### config.mk
export PLATFORM = sky130hd
export DESIGN_NAME = nvcmd_seq_detect
export DESIGN_NICKNAME = d
export VERILOG_FILES = /design/src/rtl/nvcmd_pkg.sv /design/src/rtl/nvcmd_strobe.sv /design/src/rtl/nvcmd_match.sv /design/src/rtl/nvcmd_tracker.sv /design/src/rtl/nvcmd_seq_detect.sv
export SDC_FILE = /design/constraint.sdc
export NUM_CORES = 1
export LEC_CHECK = 0
export BUFFER_PORTS_ARGS = -buffer_cell sky130_fd_sc_hd__buf_2
export CAP_MARGIN = 20
export CORE_MARGIN = 2
export CORE_UTILIZATION = 47
export DETAILED_ROUTE_END_ITERATION = 6
export PLACE_DENSITY_LB_ADDON = 0.15
export SLEW_MARGIN = 20
export SYNTH_ARGS = -nofsm -noshare
export SYNTH_HDL_FRONTEND = slang
export SYNTH_HIERARCHICAL = 1
export SYNTH_SLANG_ARGS = --single-unit
### constraint.sdc
create_clock -name clk -period 5 [get_ports clk]
set_clock_uncertainty 0.05 [all_clocks]
set_input_delay 1 -clock clk [delete_from_list [all_inputs] [get_ports clk]]
set_output_delay 1 -clock clk [all_outputs]
set_load 0.005 [all_outputs]
### src/rtl/nvcmd_pkg.sv
package nvcmd_pkg;
   localparam int unsigned CODE_W     = 13;
   localparam int unsigned PREFIX_LEN = 5;

   localparam logic [CODE_W-1:0] STORE_CODE  = 13'h0F0F;
   localparam logic [CODE_W-1:0] RECALL_CODE = 13'h0F0E;
   localparam logic [CODE_W-1:0] TEST_CODE   = 13'h139C;

   typedef enum logic [1:0] {
      CMD_NONE   = 2'd0,
      CMD_STORE  = 2'd1,
      CMD_RECALL = 2'd2,
      CMD_TEST   = 2'd3
   } cmd_e;

   // Expected address for prefix step i (order is behaviour)
   function automatic logic [CODE_W-1:0] prefix_code(input int unsigned i);
      case (i)
         0:       return 13'h0000;
         1:       return 13'h1555;
         2:       return 13'h0AAA;
         3:       return 13'h1FFF;
         default: return 13'h10F0;
      endcase
   endfunction
endpackage

### src/rtl/nvcmd_strobe.sv
// Synchronizes the bus bundle and flags chip-enable falling edges.
module nvcmd_strobe #(
   parameter int unsigned ADDR_W      = 13,
   parameter int unsigned SYNC_STAGES = 2
) (
   input  logic              clk,
   input  logic              rst_n,
   input  logic              ce_n,
   input  logic              we_n,
   input  logic [ADDR_W-1:0] addr,
   output logic              fall,
   output logic              rd_s,
   output logic [ADDR_W-1:0] addr_s
);
   localparam int unsigned BW = ADDR_W + 2;

   if (SYNC_STAGES < 1) begin : g_bad_stages
      $error("nvcmd_strobe: SYNC_STAGES must be at least 1");
   end

   logic [BW-1:0] pipe [SYNC_STAGES];
   logic          ce_prev;

   for (genvar s = 0; s < SYNC_STAGES; s++) begin : g_sync
      logic [BW-1:0] din;
      if (s == 0) begin : g_first
         assign din = {ce_n, we_n, addr};
      end else begin : g_next
         assign din = pipe[s-1];
      end
      always_ff @(posedge clk or negedge rst_n) begin
         if (!rst_n) pipe[s] <= {2'b11, {ADDR_W{1'b0}}};
         else        pipe[s] <= din;
      end
   end

   always_ff @(posedge clk or negedge rst_n) begin
      if (!rst_n) ce_prev <= 1'b1;
      else        ce_prev <= pipe[SYNC_STAGES-1][BW-1];
   end

   assign fall   = ce_prev & ~pipe[SYNC_STAGES-1][BW-1];
   assign rd_s   = pipe[SYNC_STAGES-1][BW-2];
   assign addr_s = pipe[SYNC_STAGES-1][ADDR_W-1:0];
endmodule

### src/rtl/nvcmd_match.sv
// Compares the sampled address against every prefix step and final code.
module nvcmd_match
   import nvcmd_pkg::*;
#(
   parameter int unsigned ADDR_W = 13
) (
   input  logic [ADDR_W-1:0]     addr,
   output logic [PREFIX_LEN-1:0] step_hit,
   output cmd_e                  final_cmd
);
   if (ADDR_W < CODE_W) begin : g_bad_width
      $error("nvcmd_match: ADDR_W must cover the 13-bit codes");
   end

   for (genvar i = 0; i < PREFIX_LEN; i++) begin : g_cmp
      assign step_hit[i] = (addr == ADDR_W'(prefix_code(i)));
   end

   always_comb begin
      if (addr == ADDR_W'(STORE_CODE))       final_cmd = CMD_STORE;
      else if (addr == ADDR_W'(RECALL_CODE)) final_cmd = CMD_RECALL;
      else if (addr == ADDR_W'(TEST_CODE))   final_cmd = CMD_TEST;
      else                                   final_cmd = CMD_NONE;
   end
endmodule

### src/rtl/nvcmd_tracker.sv
// Step counter through the series; emits registered command pulses.
module nvcmd_tracker
   import nvcmd_pkg::*;
#(
   parameter int unsigned STEP_W = 3
) (
   input  logic                  clk,
   input  logic                  rst_n,
   input  logic                  strobe,
   input  logic                  rd,
   input  logic                  busy,
   input  logic [PREFIX_LEN-1:0] step_hit,
   input  cmd_e                  final_cmd,
   output logic [STEP_W-1:0]     step,
   output logic                  store_req,
   output logic                  recall_req
);
   if ((1 << STEP_W) <= PREFIX_LEN) begin : g_bad_step_w
      $error("nvcmd_tracker: STEP_W too narrow for the prefix length");
   end

   logic [STEP_W-1:0] step_nxt;
   logic              st_nxt, rc_nxt, exp_hit;
   logic [STEP_W-1:0] restart;

   always_comb begin
      exp_hit = 1'b0;
      for (int i = 0; i < PREFIX_LEN; i++) begin
         if (step == STEP_W'(i)) exp_hit = step_hit[i];
      end
   end

   // A read of the first code always opens a new series
   assign restart = step_hit[0] ? STEP_W'(1) : '0;

   always_comb begin
      step_nxt = step;
      st_nxt   = 1'b0;
      rc_nxt   = 1'b0;
      if (busy) begin
         step_nxt = '0;
      end else if (strobe) begin
         if (!rd) begin
            step_nxt = '0;
         end else if (step == STEP_W'(PREFIX_LEN)) begin
            st_nxt   = (final_cmd == CMD_STORE);
            rc_nxt   = (final_cmd == CMD_RECALL);
            step_nxt = restart;
         end else if (exp_hit) begin
            step_nxt = step + STEP_W'(1);
         end else begin
            step_nxt = restart;
         end
      end
   end

   always_ff @(posedge clk or negedge rst_n) begin
      if (!rst_n) begin
         step       <= '0;
         store_req  <= 1'b0;
         recall_req <= 1'b0;
      end else begin
         step       <= step_nxt;
         store_req  <= st_nxt;
         recall_req <= rc_nxt;
      end
   end
endmodule

### src/rtl/nvcmd_seq_detect.sv
module nvcmd_seq_detect
   import nvcmd_pkg::*;
#(
   parameter int unsigned ADDR_W      = 13,
   parameter int unsigned SYNC_STAGES = 2
) (
   input  logic              clk,
   input  logic              rst_n,
   input  logic              ce_n,
   input  logic              we_n,
   input  logic              oe_n,
   input  logic [ADDR_W-1:0] addr,
   input  logic              busy,
   output logic              store_req,
   output logic              recall_req
);
   localparam int unsigned STEP_W = $clog2(PREFIX_LEN + 1);

   logic                  ce_fall;
   logic                  rd_s;
   logic [ADDR_W-1:0]     addr_s;
   logic [PREFIX_LEN-1:0] step_hit;
   cmd_e                  final_cmd;
   logic [STEP_W-1:0]     trk_step;
   logic                  unused_oe;

   // Output enable plays no part in recognition
   assign unused_oe = oe_n;

   nvcmd_strobe #(.ADDR_W(ADDR_W), .SYNC_STAGES(SYNC_STAGES)) u_strobe (
      .clk(clk), .rst_n(rst_n), .ce_n(ce_n), .we_n(we_n), .addr(addr),
      .fall(ce_fall), .rd_s(rd_s), .addr_s(addr_s)
   );

   nvcmd_match #(.ADDR_W(ADDR_W)) u_match (
      .addr(addr_s), .step_hit(step_hit), .final_cmd(final_cmd)
   );

   nvcmd_tracker #(.STEP_W(STEP_W)) u_trk (
      .clk(clk), .rst_n(rst_n), .strobe(ce_fall), .rd(rd_s), .busy(busy),
      .step_hit(step_hit), .final_cmd(final_cmd), .step(trk_step),
      .store_req(store_req), .recall_req(recall_req)
   );
endmodule

== Word-level counts from Yosys, hierarchy flattened ==
Index checks and enable logic that the tools add are counted.
Cells by class
  multiplexer cells: 22
  equality and inequality tests: 14
  $add $sub $neg: 1
  bitwise logic cells: 2
  reductions and logical operators: 3
Operators by type and width (number)
  $eq A13 B13 Y1 const B: 4
  $eq A13 B12 Y1 const B: 3
  $mux W3: 5
  $mux W1: 14
  $logic_not A13 Y1: 1
  $eq A3 B2 Y1 const B: 2
  $eq A3 B3 Y1 const B: 2
  $mux W2: 3
  $add A3 B1 Y3 const B: 1
  $eq A3 B1 Y1 const B: 1
  $logic_not A3 Y1: 1
  $eq A2 B1 Y1 const B: 1
  $eq A2 B2 Y1 const B: 1
  $reduce_bool A2 Y1: 1
  $and A1 B1 Y1: 1
  $not A1 Y1: 1
Word-level totals
  bits in registers: 36
  bits of input ports: 19
  output and inout bits: 2
  word-level logic and storage cells: 48

== Longest topological paths before layout ==
Gate-level depths: netlist (run 1).
  word-level depth: 11
  depth in mapped cells: 8
  gate-level depth less buffers: 7

== Cells and area by module ==
Netlist (run 1), hierarchy kept.
Modules (own cells, without submodules)
  nvcmd_strobe: cells an instance 45, sequential area each 782.0 um^2, instances 1, area each 893.4 um^2
  nvcmd_tracker: cells an instance 39, sequential area each 125.1 um^2, instances 1, area each 364.1 um^2
  nvcmd_match: cells an instance 27, sequential area each 0.0 um^2, instances 1, area each 171.4 um^2

== Worst setup path after synthesis (run 1) ==
Ideal clock, no wire load.
  path type: reg-to-reg
  start: register u_strobe.pipe (netlist bit u_strobe/addr_s[10])
  end: register u_trk.step[0]
  clock period less this slack: 2.253 ns
  required time: 4.823 ns
  buffers on the path: 1
  arrival: 2.076 ns
  setup time: 0.127 ns
  cell stages (with the launch flop): 9
  path slack: 2.747 ns
  path through: dfrtp_1 buf_4 or4_1 nor4_1 and2_1 nand3b_1 a2111oi_2 or3_1 a31oi_1
Between the ends
  cells in the longest elaborated chain, start to end: 11
  elaborated cells between the ends (all ways): 16
  those cells by class: eq/ne (4); mux (11); reduce/logical (1)
RTL lines
  start, declared: RTL line nvcmd_strobe.sv:21  | logic [BW-1:0] pipe [SYNC_STAGES];
  start signal, assigned by index: RTL line nvcmd_strobe.sv:32  | if (!rst_n) pipe[s] <= {2'b11, {ADDR_W{1'b0}}};
  start signal, assigned by index: RTL line nvcmd_strobe.sv:33  | else pipe[s] <= din;
  $logic_not A13 Y1 *: RTL line nvcmd_match.sv:16  | assign step_hit[i] = (addr == ADDR_W'(prefix_code(i)));
  named net step_hit[0]: RTL line nvcmd_seq_detect.sv:22  | logic [PREFIX_LEN-1:0] step_hit;
  $mux W1 (5 in a row): RTL line nvcmd_tracker.sv:29  | if (step == STEP_W'(i)) exp_hit = step_hit[i];
  $mux W3: RTL line nvcmd_tracker.sv:49  | end else if (exp_hit) begin
  $mux W3 *: RTL line nvcmd_tracker.sv:45  | end else if (step == STEP_W'(PREFIX_LEN)) begin
  $mux W3 *: RTL line nvcmd_tracker.sv:43  | if (!rd) begin
  $mux W3 *: RTL line nvcmd_tracker.sv:42  | end else if (strobe) begin
  $mux W3 *: RTL line nvcmd_tracker.sv:40  | if (busy) begin
  end signal, assigned: RTL line nvcmd_tracker.sv:63  | step <= step_nxt;
  end, declared: RTL line nvcmd_tracker.sv:14  | output logic [STEP_W-1:0] step,
Mark *: on every way through the listed nets, which the timed path passes. The rest lies on a longest branch. The select of a mux whose other input is x is not followed.
A chain may end at the register's enable or synchronous reset.

== Final worst setup path (run 1) ==
  start: register u_strobe.pipe (netlist bit u_strobe/addr_s[10])
  end: register u_trk.step[1]
Between the ends
  cells in the longest elaborated chain, start to end: 11
  elaborated cells between the ends (all ways): 15
  those cells by class: eq/ne (4); mux (10); reduce/logical (1)
RTL lines (RTL line)
  $logic_not A13 Y1: nvcmd_match.sv:16
  named net step_hit[0]: nvcmd_seq_detect.sv:22
  $mux W1 (5 in a row): nvcmd_tracker.sv:29
  $mux W3: nvcmd_tracker.sv:49
  $mux W3: nvcmd_tracker.sv:45
  $mux W3: nvcmd_tracker.sv:43
  $mux W3: nvcmd_tracker.sv:42
  $mux W3: nvcmd_tracker.sv:40
The timed path passes the listed nets, and every way through them passes these cells. The select of a mux whose other input is x is not followed.

==> results.cfg, run 1 <==
[setup_path]
worst_path_max_delay_cell = or4_1
rr_startpoint = u_strobe/addr_s[10]
start_kind = flip-flop
slowest_delay_ps = 550
r2r_slack_ps = 2560
r2r_cells = 7
critical_path_class = flip-flop to flip-flop
regToRegEndpoint = u_trk/step[1]
cp_max_fo = 4
crit_path_end = u_trk/step[1]
crit_path_end_kind = flip-flop
worstPathRequired_ps = 5220
crit_start = u_strobe/addr_s[10]
cp.arrival_ps = 2660
critical_path.cell_chain = or4_1 > nor4_1 > and2_1 > nand3b_1 > a2111oi_2 > o2111ai_1 > a21oi_1

[detailed_routing]
firstDrtPassIters = 4
vias = 829
postRouteAntennaNets = 0
drc = 0
viasPerCell = 5.247
wl_per_cell_um = 12.49
drt_iter0_drc = 16
wl_um = 1973

[grt]
grt_start_max_net_pins = 37
track_usage_pct = 14.06
gr-total-overflow = 0
antenna_found_initial = 0
grt_first_pass_wirelength_um = 3477
grt_pass1_vias = 826

[finish]
utilization_pct = 51.39
design_area_sq_um = 1530
final_cells = 158
syn_to_final_growth_pct = 7.093
nFillCells = 271
layout-drive-gt1-share_pct = 28.80
antenna_cells = 0
layout.nets = 148

[status]
status = finished, final reports clean

[yosys]
synth.top_cells.by_count = dfrtp_1 (31), buf_4 (13), dfstp_2 (5), ha_1 (5), nand2_1 (5)
syn_area_sq_um = 1429
synth.top_cell.area_share_pct = 54.29
async_flop_share_pct = 100.0
netlist_top_cells_area = dfrtp_1 (54%), dfstp_2 (9.2%), buf_4 (6.8%)
postSynthCellCount = 111
postSynthAreaPerCell_sq_um = 12.87
synth_edf_count = 0
synth_most_common_cell = dfrtp_1
mappedNetlistNets = 135
synth_area_leader_cell = dfrtp_1
ys_seq_area_share_pct = 63.49
synth_top_flop_cell = dfrtp_1
synth.distinct_cells = 34
synth-seq-cells = 36
yosysWarnings = 6

[pwr]
p_seq_share_pct = 63.7
clkPwrFrac_pct = 32.8
peakVddDrop_mv = 0.1565
combPwrFrac_pct = 3.5
finalPower_uw = 490.5
p_leak_nw = 0.6663
p_switching_uw = 108.8
switching_share_pct = 22.19
internal-power_uw = 381.7
p_per_area_nw_per_um2 = 320.5

[timing]
setup_tns_ps = 0
worstMarginPinSlew_ps = 736.9
hold_viol_final = 0
finalSetupViolations = 0
rsz0062_at_grt = false
min_period_over_period_pct = 48.81
slew_headroom_pct = 50.87
slew_violations = 0
setup_ws_ps = 2559
holdWs_ps = 301.2
period_needed_ps = 2441
fmax_mhz = 409.7

[clock_network]
clk_latency_ps = 340
cts_tree = yes
ctsRootBufferMaster = clkbuf_4
clockBufferDepth = 2
postCtsHoldBufs = 0
htree_num_levels = 2
cts.clk_slew.worst_paths_ps = 100
cts_resized = 0
cts_sinks = 36
cts_buffers = 5
post_cts_buffers = 0

[run]
maxCapViolations = 0

[placement]
gp_congestion = 0.8997
post-place-cells = 150
io_buffers = 19
pre_cts_slack_ps = 2600
place_area_sq_um = 1468
hpwlAfterDp_um = 1412

[die]
chipWidth_um = 59.14
fp.dieArea_sq_um = 3497
start_util_pct = 47.98
ios = 21
rows = 20
dieHeight_um = 59.14
coreArea_sq_um = 2978

[min_path]
hp-class = flip-flop to flip-flop
critical path: cells and delay by family (launching register included):
kind | cells | cell delay [ps]
flip-flops | 1 | 420
AO/OA/AOI/OAI | 3 | 770
AND/OR/NAND/NOR | 4 | 1120
how the worst min path moves through the flow:
stage,slack [ps],from,endpoint,cells past startpoint
after floorplan,280,u_strobe/g_sync[1].din[0],u_strobe/addr_s[0],0
after global placement,280,u_strobe/g_sync[1].din[1],u_strobe/addr_s[1],0
after detailed placement,290,u_strobe/g_sync[1].din[0],u_strobe/addr_s[0],0
after CTS,300,u_strobe/g_sync[1].din[12],u_strobe/addr_s[12],0
after global routing,320,u_strobe/g_sync[1].din[12],u_strobe/addr_s[12],0
final,300,u_strobe/g_sync[1].din[1],u_strobe/addr_s[1],0
metal layers:
layer	track usage, %	part of all wire, %	vias up
met4	9.740	3.3	0
met2	20.48	46	21
met1	17.13	45	395
met5	0	0	-
met3	5.459	5.8	8
li1	-	-	405
power by group through the flow:
stage          clock (mW)  sequential, mW  combinational, mW
2_1_floorplan           0           0.314             0.0147
3_3_place_gp            0           0.318             0.0173
3_5_place_dp            0           0.318             0.0180
4_1_cts             0.167           0.312             0.0181
5_1_grt             0.178           0.314             0.0204
6_report            0.161           0.312             0.0174
layout make-up:
type,count,area (sq um),share of cell area (%)
inverter,3,11.26,0.7359
multi-input combinational,59,412.9,26.98
clock inverter,1,7.507,0.4906
clock buffer,7,55.05,3.598
tap,33,41.29,2.698
sequential,36,907.1,59.28
timing repair buffer,19,95.09,6.214
cell usage in the layout, fill, tap and decap left out, types with 3 or more instances in the layout:
cell,Yosys,layout
and3_1,4,4
ha_1,5,5
nand2_1,5,5
dfstp_2,5,5
clkbuf_4,0,5
dfrtp_1,31,31
nand3_1,4,4
a21oi_1,3,3
nor2_1,4,4
buf_2,0,19
inv_1,3,3
registers in the layout (all words and copies together) (netlist names):
register,flops
u_trk/store_req,1
u_strobe/pipe,1
u_strobe/ce_prev,1
u_trk/recall_req,1
u_strobe/rd_s,1
u_strobe/addr_s,13
u_strobe/g_sync.din,15
u_trk/step,3
logic make-up after synthesis:
kind of cell    after synthesis  synth area share [%]
fa+ha+maj                     5                 4.378
flops                        36                 63.49
buf+inv                      16                 7.618
compound gates               11                 5.692
simple gates                 43                 18.83
No activity file was read; power rests on OpenSTA's default activity.
==> run 2, diff against run 1 <==
==> constraint.sdc (replaced) <==
create_clock -name clk -period 2.3 [get_ports clk]
set_clock_uncertainty 0.05 [all_clocks]
set_input_delay 0.46 -clock clk [delete_from_list [all_inputs] [get_ports clk]]
set_output_delay 0.46 -clock clk [all_outputs]
set_load 0.005 [all_outputs]
==> run 2 against run 1 <==
  * The run now ends with negative setup slack left
  * Utilization up 3.3 points
  * Via count up 3.6%
  * Wire length up 11%
  * Global-route usage up 1.2 points
  * Setup slack worse by 2600 ps
  * Design area up 6.4%
==> results.cfg, run 2 (synthesis gave the netlist of run 1 again) <==
[status]
status = finished, violations left
violations = negative setup slack

[setup_path]
r2r_slack_ps = -40
crit_path_end_kind = flip-flop
regToRegEndpoint = u_trk/step[1]
rr_startpoint = u_strobe/addr_s[10]
crit_buf_inv = 1
start_kind = flip-flop
slowest_delay_ps = 560
crit_start = u_strobe/addr_s[10]
worst_path_max_delay_cell = or4_4
worstPathRequired_ps = 2510
critical_path_class = flip-flop to flip-flop
r2r_cells = 8
cp_max_fo = 4
critical_path.cell_chain = or4_4 > nor4_4 > and2_4 > nand3b_1 > a2111oi_2 > buf_4 > o2111ai_1 > a21oi_1
cp.arrival_ps = 2550
crit_family = simple AND/OR/NAND/NOR gates

[timing]
slew_headroom_pct = 50.95
hold_viol_final = 0
worstMarginPinSlew_ps = 735.8
slew_violations = 0
fmax_mhz = 427.5
period_needed_ps = 2339
rsz0062_at_grt = true
setup_ws_ps = -39.16
finalSetupViolations = 2
min_period_over_period_pct = 101.7

[pwr]
internal-power_uw = 836.1
combPwrFrac_pct = 4.4
clkPwrFrac_pct = 32.1
p_switching_uw = 237.5
peakVddDrop_mv = 0.3587
p_seq_share_pct = 63.4
switching_share_pct = 22.12
p_per_area_nw_per_um2 = 659.5
p_leak_nw = 0.7143

[min_path]
hp-class = primary input to async pin

[finish]
largest_reg_flops = 15
layout-drive-gt1-share_pct = 38.35
final_common_cell = dfrtp_1
layout.nets = 156
final_cells = 166
antenna_cells = 0
mostFrequentLayoutCells = dfrtp_1 (31), buf_2 (19), buf_4 (8)
design_area_sq_um = 1628
syn_to_final_growth_pct = 13.92

[grt]
gr-total-overflow = 0
grt_first_pass_wirelength_um = 3739
grt_pass1_vias = 829
track_usage_pct = 15.25
grt_start_max_net_pins = 37
antenna_found_initial = 0

[placement]
io_buffers = 19
post-place-cells = 155
hpwlAfterDp_um = 1426
place_area_sq_um = 1505
gp_congestion = 0.8927

[detailed_routing]
drt_iter0_drc = 22
drc = 0
postRouteAntennaNets = 0
wl_per_cell_um = 13.23
wl_um = 2196
viasPerCell = 5.175
vias = 859
firstDrtPassIters = 4

[die]
start_util_pct = 47.98
dieHeight_um = 59.14
chipWidth_um = 59.14
ios = 21
fp.dieArea_sq_um = 3497
coreArea_sq_um = 2978
rows = 20

[clock_network]
postCtsHoldBufs = 0
cts_buffers = 5
ctsRootBufferMaster = clkbuf_4
cts.clk_slew.worst_paths_ps = 100
cts_tree = yes
htree_num_levels = 2
clockBufferDepth = 2
cts_sinks = 36
clk_latency_ps = 330

[run]
maxCapViolations = 0
-- run 2: power groups by stage --
stage	registers, mW	logic (mW)	clock network (mW)
4_1_cts	0.680	0.0440	0.358
6_report	0.681	0.0474	0.345
3_5_place_dp	0.691	0.0434	0
5_1_grt	0.685	0.0539	0.392
2_1_floorplan	0.682	0.0319	0
3_3_place_gp	0.690	0.0424	0
-- run 2: worst max path at each step --
stage               endpoint  slack, ps  depth (start not counted)
2_1_floorplan  u_trk/step[0]         50                          8
3_3_place_gp   u_trk/step[1]         -6                          8
3_5_place_dp   u_trk/step[1]        -10                          8
6_report       u_trk/step[1]        -40                          8
4_1_cts        u_trk/step[1]         20                          8
5_1_grt        u_trk/step[1]       -150                          8
-- run 2: stage by stage --
step	setup WS, ps	hold slack [ps]	setup TNS [ps]	power, mW	utilization, %
after floorplan	46.90	114.4	0	0.7137	-
after global placement	-5.900	283.0	-5.900	0.7327	50.55
after detailed placement	-9.798	284.7	-9.798	0.7340	50.55
after CTS	17.95	145.1	0	1.082	53.03
after global routing	-146.5	131.5	-371.5	1.131	54.66
final	-39.16	127.0	-53.84	1.074	54.66
-- run 2: layout make-up --
class	count	area, sq um
Fill cell	251	1350
Sequential cell	36	907.1
Multi-Input combinational cell	59	450.4
Timing Repair Buffer	27	155.1
Clock buffer	7	55.05
Tap cell	33	41.29
Inverter	3	11.26
Clock inverter	1	7.507
-- run 2: routing by layer --
| layer | share of wire [%] | track usage (%) | vias up |
|---|---|---|---|
| met1 | 43 | 18.98 | 416 |
| li1 | - | - | 418 |
| met2 | 50 | 22.06 | 20 |
| met3 | 5.0 | 8.079 | 5 |
| met4 | 1.7 | 6.818 | 0 |
| met5 | 0 | 0 | - |
-- run 2: timing repair --
item                       CTS  global route
setup endpoints to repair    2             3
resized for setup            2             6
pin swaps                    0             5
setup buffers                0             3
-- run 2: worst register-to-register path: stages (launching register included) --
cell and delay, ps:
dfrtp_1 400, or4_4 560, nor4_4 240, and2_4 190, nand3b_1 90, a2111oi_2 300
buf_4 190, o2111ai_1 100, a21oi_1 150
==> run 3, diff against run 2 <==
==> constraint.sdc (replaced) <==
create_clock -name clk -period 2.49 [get_ports clk]
set_clock_uncertainty 0.05 [all_clocks]
set_input_delay 0.498 -clock clk [delete_from_list [all_inputs] [get_ports clk]]
set_output_delay 0.498 -clock clk [all_outputs]
set_load 0.005 [all_outputs]
==> run 3 against run 2 <==
  * The flow now finishes without violations
  * Maximum frequency increased by 1.1%
  * Setup slack improved by 220 ps
  * Hold slack better by 21 ps
  * Global-route usage decreased by 1.1 points
  * Power fell by 8.1%
  * Largest cell class unchanged
  * Largest power group unchanged
==> results.cfg, run 3 (synthesis gave the netlist of run 1 again) <==
[status]
status = finished, final reports clean

[timing]
setup_tns_ps = 0
period_needed_ps = 2314
finalSetupViolations = 0
hold_viol_final = 0
slew_headroom_pct = 52.26
fmax_mhz = 432.2
min_period_over_period_pct = 92.91
worstMarginPinSlew_ps = 716.1
slew_violations = 0

[clock_network]
htree_num_levels = 2
cts_buffers = 5
cts_tree = yes
ctsRootBufferMaster = clkbuf_4
clk_latency_ps = 340
cts.clk_slew.worst_paths_ps = 100
cts_sinks = 36
clockBufferDepth = 2

[min_path]
hp-class = primary input to async pin

[pwr]
combPwrFrac_pct = 3.7
switching_share_pct = 22.23
clkPwrFrac_pct = 32.7
p_per_area_nw_per_um2 = 628.9
p_seq_share_pct = 63.6
internal-power_uw = 767.4
p_leak_nw = 0.6777
p_switching_uw = 219.3
finalPower_uw = 986.8
peakVddDrop_mv = 0.3465

[finish]
final_cells = 160
mostFrequentLayoutCells = dfrtp_1 (31), buf_2 (19)
layout-drive-gt1-share_pct = 31.50
layout.nets = 150
final_common_cell = dfrtp_1
antenna_cells = 0
nFillCells = 258
syn_to_final_growth_pct = 9.807
largest_reg_flops = 15

[run]
maxCapViolations = 0

[grt]
gr-usage-met3_pct = 7.424
grtUsageMet2_pct = 20.79
grt_first_pass_wirelength_um = 3498
gr-total-overflow = 0
grt_start_max_net_pins = 37
grt_pass1_vias = 823
track_usage_pct = 14.11
met1_usage_pct = 17.13
antenna_found_initial = 0
grt.busiest_layer = met2

[setup_path]
worstPathRequired_ps = 2700
start_kind = flip-flop
crit_path_end_kind = flip-flop
cp.arrival_ps = 2530
critical_path_class = flip-flop to flip-flop
cp_max_fo = 4

[placement]
io_buffers = 19
post-place-cells = 150
gp_congestion = 0.9215
hpwlAfterDp_um = 1361

[die]
dieHeight_um = 59.14
chipWidth_um = 59.14
start_util_pct = 47.98
rows = 20
ios = 21
coreArea_sq_um = 2978
fp.dieArea_sq_um = 3497

[detailed_routing]
wl_um = 1930
wl_per_cell_um = 12.06
vias = 820
drc = 0
postRouteAntennaNets = 0
drt_iter0_drc = 24
viasPerCell = 5.125
firstDrtPassIters = 4
[run 3: changes by cell type in the layout (fill, tap and decap cells not counted)]
cell,previous run,this run
a2111oi_2,1,0
a21oi_1,2,3
buf_4,8,2
o21ai_2,1,0
a21oi_2,2,1
and2_4,1,0
or4_4,3,1
and2_1,1,2
nor4_2,0,1
o21ai_1,1,2
or4_1,0,2
nor4_4,1,0
a2111oi_4,0,1
[run 3: metal layers]
layer | part of all wire (%) | wire [um]
met5 | 0 | 0
met4 | 0 | 0
met3 | 8.4 | 162
met2 | 48 | 925
met1 | 44 | 842
[run 3: final timing paths]
path	startpoint	end	slack (ps)	cells past startpoint
setup / recovery	u_strobe/addr_s[10]	u_trk/step[1]	180	7
hold / removal	rst_n	u_strobe/addr_s[11]	150	1
setup reg to reg	u_strobe/addr_s[10]	u_trk/step[1]	180	7
hold reg to reg	u_strobe/g_sync[1].din[12]	u_strobe/addr_s[12]	300	0
max in group asynchronous	rst_n	u_strobe/g_sync[1].din[7]	1780	1
min in group clk	ce_n	u_strobe/g_sync[1].din[14]	200	1
[run 3: layout make-up]
class / count / area [sq um] / share of cell area, %
clock buffers: 7 / 55.05 / 3.509
flip-flops and latches: 36 / 907.1 / 57.82
clock inverters: 1 / 7.507 / 0.4785
well taps: 33 / 41.29 / 2.632
inverters: 3 / 11.26 / 0.7177
multi-input cells: 59 / 436.7 / 27.83
repair buffers: 21 / 110.1 / 7.018
[run 3: per-stage QoR]
| step | util (%) | cell area, sq um | hold WS (ps) | worst slack, ps |
|---|---|---|---|---|
| final | 52.69 | 1569 | 147.7 | 176.4 |
| after floorplan | - | 1429 | 152.4 | 236.9 |
| after global placement | 49.29 | 1468 | 283.4 | 129.9 |
| after detailed placement | 49.29 | 1468 | 286.3 | 134.2 |
| after CTS | 51.39 | 1530 | 167.9 | 94.54 |
| after global routing | 52.69 | 1569 | 165.7 | -21.91 |
[run 3: critical path, stage by stage (launching register included)]
cell       delay, ps
dfrtp_1          420
or4_1            580
nor4_2           160
and2_1           180
nand3b_1         120
a2111oi_4        440
o2111ai_1        140
a21oi_1          150
[run 3: power by group through the flow]
stage / Combinational [mW] / Sequential, mW / Clock (mW)
finish: 0.0362 / 0.628 / 0.323
global route: 0.0417 / 0.632 / 0.365
CTS: 0.0359 / 0.628 / 0.335
detailed placement: 0.0357 / 0.639 / 0
global placement: 0.0346 / 0.638 / 0
floorplan: 0.0295 / 0.630 / 0
[run 3: what timing repair did]
action	4_1_cts	5_1_grt
buffers inserted	0	2
endpoints found under the setup margin	0	3
hold buffers	0	0
gates resized for setup	0	3
